`config.mk`:
```
export PLATFORM = sky130hd
export DESIGN_NAME = intr_accept_core
export DESIGN_NICKNAME = d
export VERILOG_FILES = /design/src/rtl/iac_pkg.sv /design/src/rtl/iac_prio_enc.sv /design/src/rtl/iac_prio_calc.sv /design/src/rtl/iac_vec_bank.sv /design/src/rtl/intr_accept_core.sv
export SDC_FILE = /design/constraint.sdc
export NUM_CORES = 2
export LEC_CHECK = 0
export BUFFER_PORTS_ARGS = -buffer_cell sky130_fd_sc_hd__buf_2
export CAP_MARGIN = 20
export CORE_ASPECT_RATIO = 1.4
export CORE_MARGIN = 3
export CORE_UTILIZATION = 50
export CTS_BUF_LIST = sky130_fd_sc_hd__clkbuf_16
export DETAILED_ROUTE_END_ITERATION = 6
export GPL_TIMING_DRIVEN = 0
export PLACE_DENSITY = 0.66
export SLEW_MARGIN = 25
export SYNTH_ARGS = -nofsm -noshare
export SYNTH_HDL_FRONTEND = slang
export SYNTH_SLANG_ARGS = --single-unit
```
`constraint.sdc`:
```
create_clock -name clk -period 11.5 [get_ports clk]
set_clock_uncertainty 0.05 [all_clocks]
set_input_delay 1.725 -clock clk [delete_from_list [all_inputs] [get_ports clk]]
set_output_delay 1.725 -clock clk [all_outputs]
set_load 0.03 [all_outputs]
```
`src/rtl/iac_pkg.sv`:
```
package iac_pkg;
    typedef enum logic [1:0] {
        ST_IDLE    = 2'd0,
        ST_ACK_OUT = 2'd1,
        ST_RD_OUT  = 2'd2
    } resp_st_t;

    localparam logic [7:0] IX_TPR = 8'h08;
    localparam logic [7:0] IX_PPR = 8'h0A;
    localparam logic [7:0] IX_EOI = 8'h0B;
    localparam logic [7:0] IX_SVR = 8'h0F;
    localparam logic [7:0] IX_ISR = 8'h10;
    localparam logic [7:0] IX_TMR = 8'h18;
    localparam logic [7:0] IX_IRR = 8'h20;
    localparam logic [7:0] IX_ESR = 8'h28;

    localparam int ESR_BADIX_BIT = 7;
    localparam int CLASS_LO      = 4;
endpackage

```
`src/rtl/iac_prio_enc.sv`:
```
module iac_prio_enc #(
    parameter int N  = 256,
    parameter int W  = $clog2(N)
) (
    input  logic [N-1:0] bits,
    output logic         any,
    output logic [W-1:0] top
);
    always_comb begin
        any = |bits;
        top = '0;
        for (int i = 0; i < N; i++) begin
            if (bits[i]) top = W'(i);
        end
    end
endmodule

```
`src/rtl/iac_prio_calc.sv`:
```
module iac_prio_calc #(
    parameter int VW = 8
) (
    input  logic          enable,
    input  logic [VW-1:0] tpr,
    input  logic          irr_any,
    input  logic [VW-1:0] irr_top,
    input  logic          isr_any,
    input  logic [VW-1:0] isr_top,
    output logic [VW-1:0] ppr,
    output logic          irq,
    output logic          spur
);
    import iac_pkg::*;
    localparam int CW = VW - CLASS_LO;

    logic [CW-1:0] isr_cls;

    always_comb begin
        isr_cls = isr_any ? isr_top[VW-1:CLASS_LO] : '0;
        if (tpr[VW-1:CLASS_LO] >= isr_cls) ppr = tpr;
        else                               ppr = {isr_cls, {CLASS_LO{1'b0}}};
        irq  = enable && irr_any &&
               ((ppr == '0) || (irr_top[VW-1:CLASS_LO] > ppr[VW-1:CLASS_LO]));
        spur = (tpr != '0) && (irr_top <= tpr);
    end
endmodule

```
`src/rtl/iac_vec_bank.sv`:
```
module iac_vec_bank #(
    parameter int VW   = 8,
    parameter int NVEC = 1 << VW
) (
    input  logic            clk,
    input  logic            rst_n,
    input  logic            acc_en,
    input  logic [VW-1:0]   acc_vec,
    input  logic            acc_level,
    input  logic            mv_en,
    input  logic [VW-1:0]   mv_vec,
    input  logic            clr_en,
    input  logic [VW-1:0]   clr_vec,
    output logic [NVEC-1:0] irr,
    output logic [NVEC-1:0] isr,
    output logic [NVEC-1:0] tmr
);
    for (genvar b = 0; b < NVEC; b++) begin : g_bit
        logic req_q, svc_q, trg_q;
        logic acc_hit, mv_hit, clr_hit;

        assign acc_hit = acc_en && (acc_vec == VW'(b));
        assign mv_hit  = mv_en  && (mv_vec  == VW'(b));
        assign clr_hit = clr_en && (clr_vec == VW'(b));

        always_ff @(posedge clk) begin
            if (!rst_n) begin
                req_q <= 1'b0;
                svc_q <= 1'b0;
                trg_q <= 1'b0;
            end else begin
                if (mv_hit)  req_q <= 1'b0;
                if (acc_hit) begin
                    req_q <= 1'b1;
                    trg_q <= acc_level;
                end
                if (mv_hit)  svc_q <= 1'b1;
                if (clr_hit) svc_q <= 1'b0;
            end
        end

        assign irr[b] = req_q;
        assign isr[b] = svc_q;
        assign tmr[b] = trg_q;
    end
endmodule

```
`src/rtl/intr_accept_core.sv`:
```
module intr_accept_core #(
    parameter int VW = 8,
    parameter int DW = 32,
    parameter int AW = 12
) (
    input  logic          clk,
    input  logic          rst_n,
    input  logic          in_valid,
    input  logic [VW-1:0] in_vector,
    input  logic          in_level,
    input  logic          ack_req,
    output logic          ack_valid,
    output logic          ack_none,
    output logic [VW-1:0] ack_vector,
    input  logic          reg_rd,
    input  logic          reg_wr,
    input  logic [AW-1:0] reg_addr,
    input  logic [DW-1:0] reg_wdata,
    output logic          rd_valid,
    output logic [DW-1:0] rd_data,
    output logic          irq_out
);
    import iac_pkg::*;

    localparam int NVEC  = 1 << VW;
    localparam int NWORD = NVEC / DW;
    localparam int WSW   = $clog2(NWORD);
    localparam int IXW   = AW - 4;

    resp_st_t state_q, state_d;

    logic [VW-1:0]   tpr_q;
    logic [VW:0]     svr_q;
    logic            err_q;
    logic [VW-1:0]   ack_vec_q;
    logic            ack_none_q;
    logic [DW-1:0]   rdata_q;

    logic [NVEC-1:0] irr_v, isr_v, tmr_v;
    logic            irr_any, isr_any;
    logic [VW-1:0]   irr_top, isr_top;
    logic [VW-1:0]   ppr;
    logic            irq_w, spur;

    logic [IXW-1:0]  idx;
    logic [WSW-1:0]  wsel;
    logic            hit_tpr, hit_ppr, hit_eoi, hit_svr, hit_esr;
    logic            hit_isr, hit_tmr, hit_irr;
    logic            rd_ok, wr_ok, rd_go;
    logic            mv_en, eoi_en;
    logic [DW-1:0]   rd_val;

    function automatic logic in_rng(input logic [IXW-1:0] i, input logic [7:0] base);
        return (i >= IXW'(base)) && (i < IXW'(base) + IXW'(NWORD));
    endfunction

    assign idx  = reg_addr[AW-1:4];
    assign wsel = idx[WSW-1:0];

    always_comb begin
        hit_tpr = (idx == IXW'(IX_TPR));
        hit_ppr = (idx == IXW'(IX_PPR));
        hit_eoi = (idx == IXW'(IX_EOI));
        hit_svr = (idx == IXW'(IX_SVR));
        hit_esr = (idx == IXW'(IX_ESR));
        hit_isr = in_rng(idx, IX_ISR);
        hit_tmr = in_rng(idx, IX_TMR);
        hit_irr = in_rng(idx, IX_IRR);
        rd_ok   = hit_tpr | hit_ppr | hit_svr | hit_esr | hit_isr | hit_tmr | hit_irr;
        wr_ok   = rd_ok | hit_eoi;
        rd_go   = reg_rd && !ack_req;
    end

    iac_prio_enc #(.N(NVEC), .W(VW)) u_irr_enc (
        .bits (irr_v),
        .any  (irr_any),
        .top  (irr_top)
    );

    iac_prio_enc #(.N(NVEC), .W(VW)) u_isr_enc (
        .bits (isr_v),
        .any  (isr_any),
        .top  (isr_top)
    );

    iac_prio_calc #(.VW(VW)) u_calc (
        .enable  (svr_q[VW]),
        .tpr     (tpr_q),
        .irr_any (irr_any),
        .irr_top (irr_top),
        .isr_any (isr_any),
        .isr_top (isr_top),
        .ppr     (ppr),
        .irq     (irq_w),
        .spur    (spur)
    );

    assign mv_en  = ack_req && svr_q[VW] && irr_any && !spur;
    assign eoi_en = reg_wr && hit_eoi && isr_any;

    iac_vec_bank #(.VW(VW), .NVEC(NVEC)) u_bank (
        .clk       (clk),
        .rst_n     (rst_n),
        .acc_en    (in_valid),
        .acc_vec   (in_vector),
        .acc_level (in_level),
        .mv_en     (mv_en),
        .mv_vec    (irr_top),
        .clr_en    (eoi_en),
        .clr_vec   (isr_top),
        .irr       (irr_v),
        .isr       (isr_v),
        .tmr       (tmr_v)
    );

    always_comb begin
        rd_val = '0;
        if (hit_tpr)      rd_val = DW'(tpr_q);
        else if (hit_ppr) rd_val = DW'(ppr);
        else if (hit_svr) rd_val = DW'(svr_q);
        else if (hit_isr) rd_val = isr_v[int'(wsel)*DW +: DW];
        else if (hit_tmr) rd_val = tmr_v[int'(wsel)*DW +: DW];
        else if (hit_irr) rd_val = irr_v[int'(wsel)*DW +: DW];
        else if (hit_esr) rd_val = DW'(err_q) << ESR_BADIX_BIT;
    end

    // Next-state logic of the response sequencer
    always_comb begin
        state_d = ST_IDLE;
        unique case (state_q)
            ST_IDLE, ST_ACK_OUT, ST_RD_OUT: begin
                if (ack_req)    state_d = ST_ACK_OUT;
                else if (rd_go) state_d = ST_RD_OUT;
                else            state_d = ST_IDLE;
            end
            default: state_d = ST_IDLE;
        endcase
    end

    always_ff @(posedge clk) begin
        if (!rst_n) state_q <= ST_IDLE;
        else        state_q <= state_d;
    end

    always_ff @(posedge clk) begin
        if (!rst_n) begin
            tpr_q      <= '0;
            svr_q      <= {1'b0, {VW{1'b1}}};
            err_q      <= 1'b0;
            ack_vec_q  <= '0;
            ack_none_q <= 1'b0;
            rdata_q    <= '0;
        end else begin
            if (reg_wr && hit_tpr) tpr_q <= reg_wdata[VW-1:0];
            if (reg_wr && hit_svr) svr_q <= reg_wdata[VW:0];
            if ((reg_wr && !wr_ok) || (rd_go && !rd_ok)) err_q <= 1'b1;
            if (ack_req) begin
                ack_none_q <= !(svr_q[VW] && irr_any);
                if (!(svr_q[VW] && irr_any)) ack_vec_q <= '0;
                else if (spur)               ack_vec_q <= svr_q[VW-1:0];
                else                         ack_vec_q <= irr_top;
            end
            if (rd_go) rdata_q <= rd_ok ? rd_val : '0;
        end
    end

    // Output decode of the response sequencer
    always_comb begin
        ack_valid = 1'b0;
        rd_valid  = 1'b0;
        unique case (state_q)
            ST_IDLE:    ;
            ST_ACK_OUT: ack_valid = 1'b1;
            ST_RD_OUT:  rd_valid  = 1'b1;
            default:    ;
        endcase
    end

    assign ack_none   = ack_none_q;
    assign ack_vector = ack_vec_q;
    assign rd_data    = rdata_q;
    assign irq_out    = irq_w;
endmodule

```
==> impl_metrics.yaml, run 1 <==
logic_synthesis:
  ys_seq_elements: 829
  async_flop_share_pct: 0
  synthCells: 5501
  syn_area_um2: 45500
  synth_ff_type: "dfxtp_1"
  synth_cell_types: 89
  syn_nets: 5576
  seq_area_frac_synth_pct: 36.5
  synth_edf_count: 0
  avgSynthCellArea_um2: 8.26
  synth_warnings: 0
clocking:
  cts_setup_buffers: 0
  clockRootBuffer: "clkbuf_16"
  htree_levels: 3
  cts_sinks: 829
  cts_max_path_buffers: 3
  cts_resized: 0
  cts_buffers: 84
  hold_buffers: 0
floorplan:
  die_y_um: 363
  ioPinCount: 103
  die_w_um: 261
  row_count: 130
  initial_utilization_pct: 50.5
global_routing:
  grt_pass1_wl_mm: 539
  grt_remaining_overflow: 962
  grt_pass1_vias: 59200
  grt_usage_pct: 77.8
  grt_start_max_net_pins: 17
placement:
  hpwl_mm: 247
  pre_cts_slack_ns: 3.60
  port_buffers: 63
  routabilityCongestion: 1.27
run_status:
  status: "stopped before the end"
  stop_stage: "global routing"
  first-error: "[ERROR GRT-0116] Global routing finished with congestion. Check the congestion regions in the DRC Viewer."
-- Yosys cell counts (41+ instances only) --
cell      count  area (um^2)
nor4_1      171         1070
mux2i_1     131         1310
o21ai_0     259         1300
or4_1        59          443
nand2_1     628         2360
nor2b_1      51          319
o31ai_1     137         1030
clkbuf_1    332         1250
mux4_2      203         4570
nand2b_1     41          257
inv_1       114          428
nor2_1      406         1520
a21oi_1     719         3600
nor3_1      281         1410
a211oi_1     80          601
buf_1        44          165
o221a_2      71          800
buf_2        51          255
nand3_1     311         1560
dfxtp_1     829        16600
nand4_1      42          263
-- per-stage QoR --
step,cells,area [um^2]
after detailed placement,6767,47600
after global placement,6752,47300
after floorplan,5501,45500
after CTS,6920,50400
-- cell families after synthesis --
group	count (synthesis)	share of synthesized area, %
AO/OA/AOI/OAI	1645	22.9
adder cells (fa/ha/maj)	16	0.440
buffers and inverters	551	4.78
flip-flops	829	36.5
multiplexers	335	13.0
AND/OR/NAND/NOR	2125	22.4
-- routing by layer --
metal | GRT overflow | global-route usage, %
met2 | 543 | 92.3
met1 | 10 | 78.3
met5 | 0 | 31.4
met4 | 398 | 76.9
met3 | 11 | 64.5
==> run 2, diff against run 1 <==
--- a/config.mk
+++ b/config.mk
@@ -7,13 +7,11 @@
 export LEC_CHECK = 0
 export BUFFER_PORTS_ARGS = -buffer_cell sky130_fd_sc_hd__buf_2
 export CAP_MARGIN = 20
-export CORE_ASPECT_RATIO = 1.4
 export CORE_MARGIN = 3
-export CORE_UTILIZATION = 50
-export CTS_BUF_LIST = sky130_fd_sc_hd__clkbuf_16
+export CORE_UTILIZATION = 35
 export DETAILED_ROUTE_END_ITERATION = 6
 export GPL_TIMING_DRIVEN = 0
-export PLACE_DENSITY = 0.66
+export PLACE_DENSITY_LB_ADDON = 0.15
 export SLEW_MARGIN = 25
 export SYNTH_ARGS = -nofsm -noshare
 export SYNTH_HDL_FRONTEND = slang
==> impl_metrics.yaml, run 2 <==
detailed_routing:
  via_count: 54200
  wl_per_cell_um: 48.0
  drtIter0Drc: 9872
  drc: 5
  detail_route.vias_per_cell: 7.18
  wirelength_mm: 362
  ant_nets: 0
  dr.pass1.iters: 7
floorplan:
  die_w_um: 366
  die_y_um: 366
  core_area_um2: 128000
  ioPinCount: 103
  dieArea_um2: 134000
  row_count: 131
  initial_utilization_pct: 35.4
clocking:
  cts_max_path_buffers: 3
  clkTransAtPathRegs_ns: 0.06
  hold_buffers: 0
  tritoncts: "done"
  cts_resized: 0
  htree_levels: 3
  cts_setup_buffers: 0
  cts_sinks: 829
  clk-insertion-delay-late_ns: 0.81
  clockRootBuffer: "clkbuf_16"
  cts_buffers: 100
global_routing:
  grt_antenna_before_repair: 39
  grt_usage_pct: 51.9
  grt_start_max_net_pins: 17
  grt_pass1_wl_mm: 469
  grt_remaining_overflow: 0
  grt_pass1_vias: 48700
logic_synthesis:
  async_flop_share_pct: 0
  yosysTopAreaCell: "dfxtp_1"
  ys_seq_elements: 829
  synth_common_cells: "829 x dfxtp_1, 719 x a21oi_1, 628 x nand2_1"
  syn_area_um2: 45500
  syn_nets: 5576
  synth_warnings: 0
  synthCells: 5501
  synth_top_area_share_pct: 36.5
  yosys.cell_count.top_type: "dfxtp_1"
  seq_area_frac_synth_pct: 36.5
  synth_edf_count: 0
  synth_ff_type: "dfxtp_1"
  avgSynthCellArea_um2: 8.26
  synth_cell_types: 89
  synth_area_leaders: "dfxtp_1 37%, mux4_2 10%, a21oi_1 7.9%"
cells_and_area:
  area_growth_pct: 15.2
  multiInputGateArea_um2: 26900
  fillers: 13400
  final_common_cell: "dfxtp_1"
  fin_nets: 5773
  drive_above_1_share_pct: 13.2
  final_core_util_pct: 40.8
  regArea_um2: 16600
  final_cell_mix: "829 x dfxtp_1, 717 x a21oi_1, 628 x nand2_1, 398 x nor2_1, 311 x nand3_1"
  reg.largest.list: "u_bank.g_bit.req_q x256, u_bank.g_bit.svc_q x256, u_bank.g_bit.trg_q x256"
  stdcell_area_um2: 52400
min_path:
  min_path_type: "reg -> reg"
power:
  worst_ir_drop_vdd_mv: 0.127
  powerDensity_nw_per_um2: 143
  p_leak_uw: 0.0181
setup_path:
  cp_top_family: "compound AO/OA/AOI/OAI gates"
  worst_setup_path_end_kind: "output port"
  worstPathRequired_ns: 9.73
  worst-path-buf-inv: 3
  arrival_ns: 7.42
  critPathKind: "reg -> out"
  path_cells: "nor4_1, nand2_1, a2111oi_0, o21ai_0, a211oi_1, nand2b_1, buf_2, inv_1, ha_1, a21o_1, a21o_1, a21oi_1, nor2_1, a21oi_1, ha_1, nor2b_1, o21ai_0, nand2b_1, a21oi_1, a41oi_1, a21oi_1, nor2_1, buf_2"
  startpoint_type: "flop"
  cp_max_fo: 10
  max_stage_delay_ns: 0.83
  timing.critical_path.mode_cell: "a21oi_1"
  slowest_stage: "nor4_1"
sta:
  fin_tns_setup_ns: 0
  worst_pin_slew_ns: 1.26
  period_needed_ns: 9.20
  setup_viol: 0
  rsz0062_at_grt: "false"
  slew_viol_final: 0
  fin_crit_sh_pct: 80.0
  finalHoldViolCount: 0
  relSlewSlack_pct: 15.8
  max_freq_mhz: 109
placement:
  placed_area_um2: 48700
  hpwl_mm: 284
  routabilityCongestion: 1.11
  port_buffers: 63
run_status:
  violations: "design-rule violations"
  status: "finished, violations left"
flow_run:
  maxCapViolations: 0
## run 2: cell counts after synthesis
No cell type changed its count.
## run 2: cells by family after synthesis
| family | after synthesis | share of synthesized area [%] |
|---|---|---|
| compound gates | 1645 | 22.9 |
| mux | 335 | 13.0 |
| buf+inv | 551 | 4.78 |
| flops | 829 | 36.5 |
| simple gates | 2125 | 22.4 |
| fa+ha+maj | 16 | 0.440 |
## run 2: metrics by stage
stage          worst slack (ns)  std cells  power, uW  hold slack [ns]
2_1_floorplan              5.10       5501       3340            0.383
3_3_place_gp               1.99       7293       3910            0.391
3_5_place_dp               3.34       7322       3930            0.395
4_1_cts                    2.51       7511       7340            0.404
5_1_grt                    1.96       7519       7510            0.414
6_report                   2.30       7543       7500            0.405
## run 2: per-layer routing
| metal | vias up | track usage [%] | wire length, um | share of wire (%) |
|---|---|---|---|---|
| met5 | - | 0.855 | 271 | 0.075 |
| met4 | 20 | 46.8 | 43000 | 12 |
| met3 | 1532 | 20.2 | 48600 | 13 |
| met2 | 4943 | 72.8 | 143000 | 40 |
| met1 | 26500 | 60.8 | 127000 | 35 |
| li1 | 21200 | - | - | - |
## run 2: path summary, 6_finish.rpt
| path | startpoint | endpoint | slack (ns) | cells past startpoint |
|---|---|---|---|---|
| max | u_bank.g_bit[85].svc_q | irq_out | 2.30 | 23 |
| min | rd_data[16] | rd_data[16] | 0.41 | 2 |
| max reg2reg | u_bank.g_bit[144].req_q | u_bank.g_bit[194].svc_q | 3.77 | 19 |
| min reg2reg | rd_data[16] | rd_data[16] | 0.41 | 2 |
## run 2: worst reg2reg max path: cells and delay by family (launching register included)
family / cells / cell delay [ns]
AOI/OAI and AO/OA: 10 / 4.34
adders and majority gates: 1 / 0.15
DFF: 1 / 0.42
buffers and inverters: 2 / 0.59
and+or+nand+nor: 6 / 2.13
## run 2: report_power, final
part / internal [uW] / leakage [uW] / switching, uW / total, uW
clock network: 1990 / 0.00172 / 1520 / 3510
registers: 2880 / 0.00668 / 8.52 / 2890
logic: 171 / 0.00968 / 930 / 1100
## run 2: area by class of cell
type	count	share of cell area, %
clock buffer	144	5.51
tap	1729	4.13
multi-input combinational	4121	51.4
timing repair buffer	95	1.56
antenna	29	0.139
buffer	436	3.51
clock inverter	45	1.22
sequential	829	31.7
inverter	115	0.824
No activity file was read; power rests on OpenSTA's default activity.
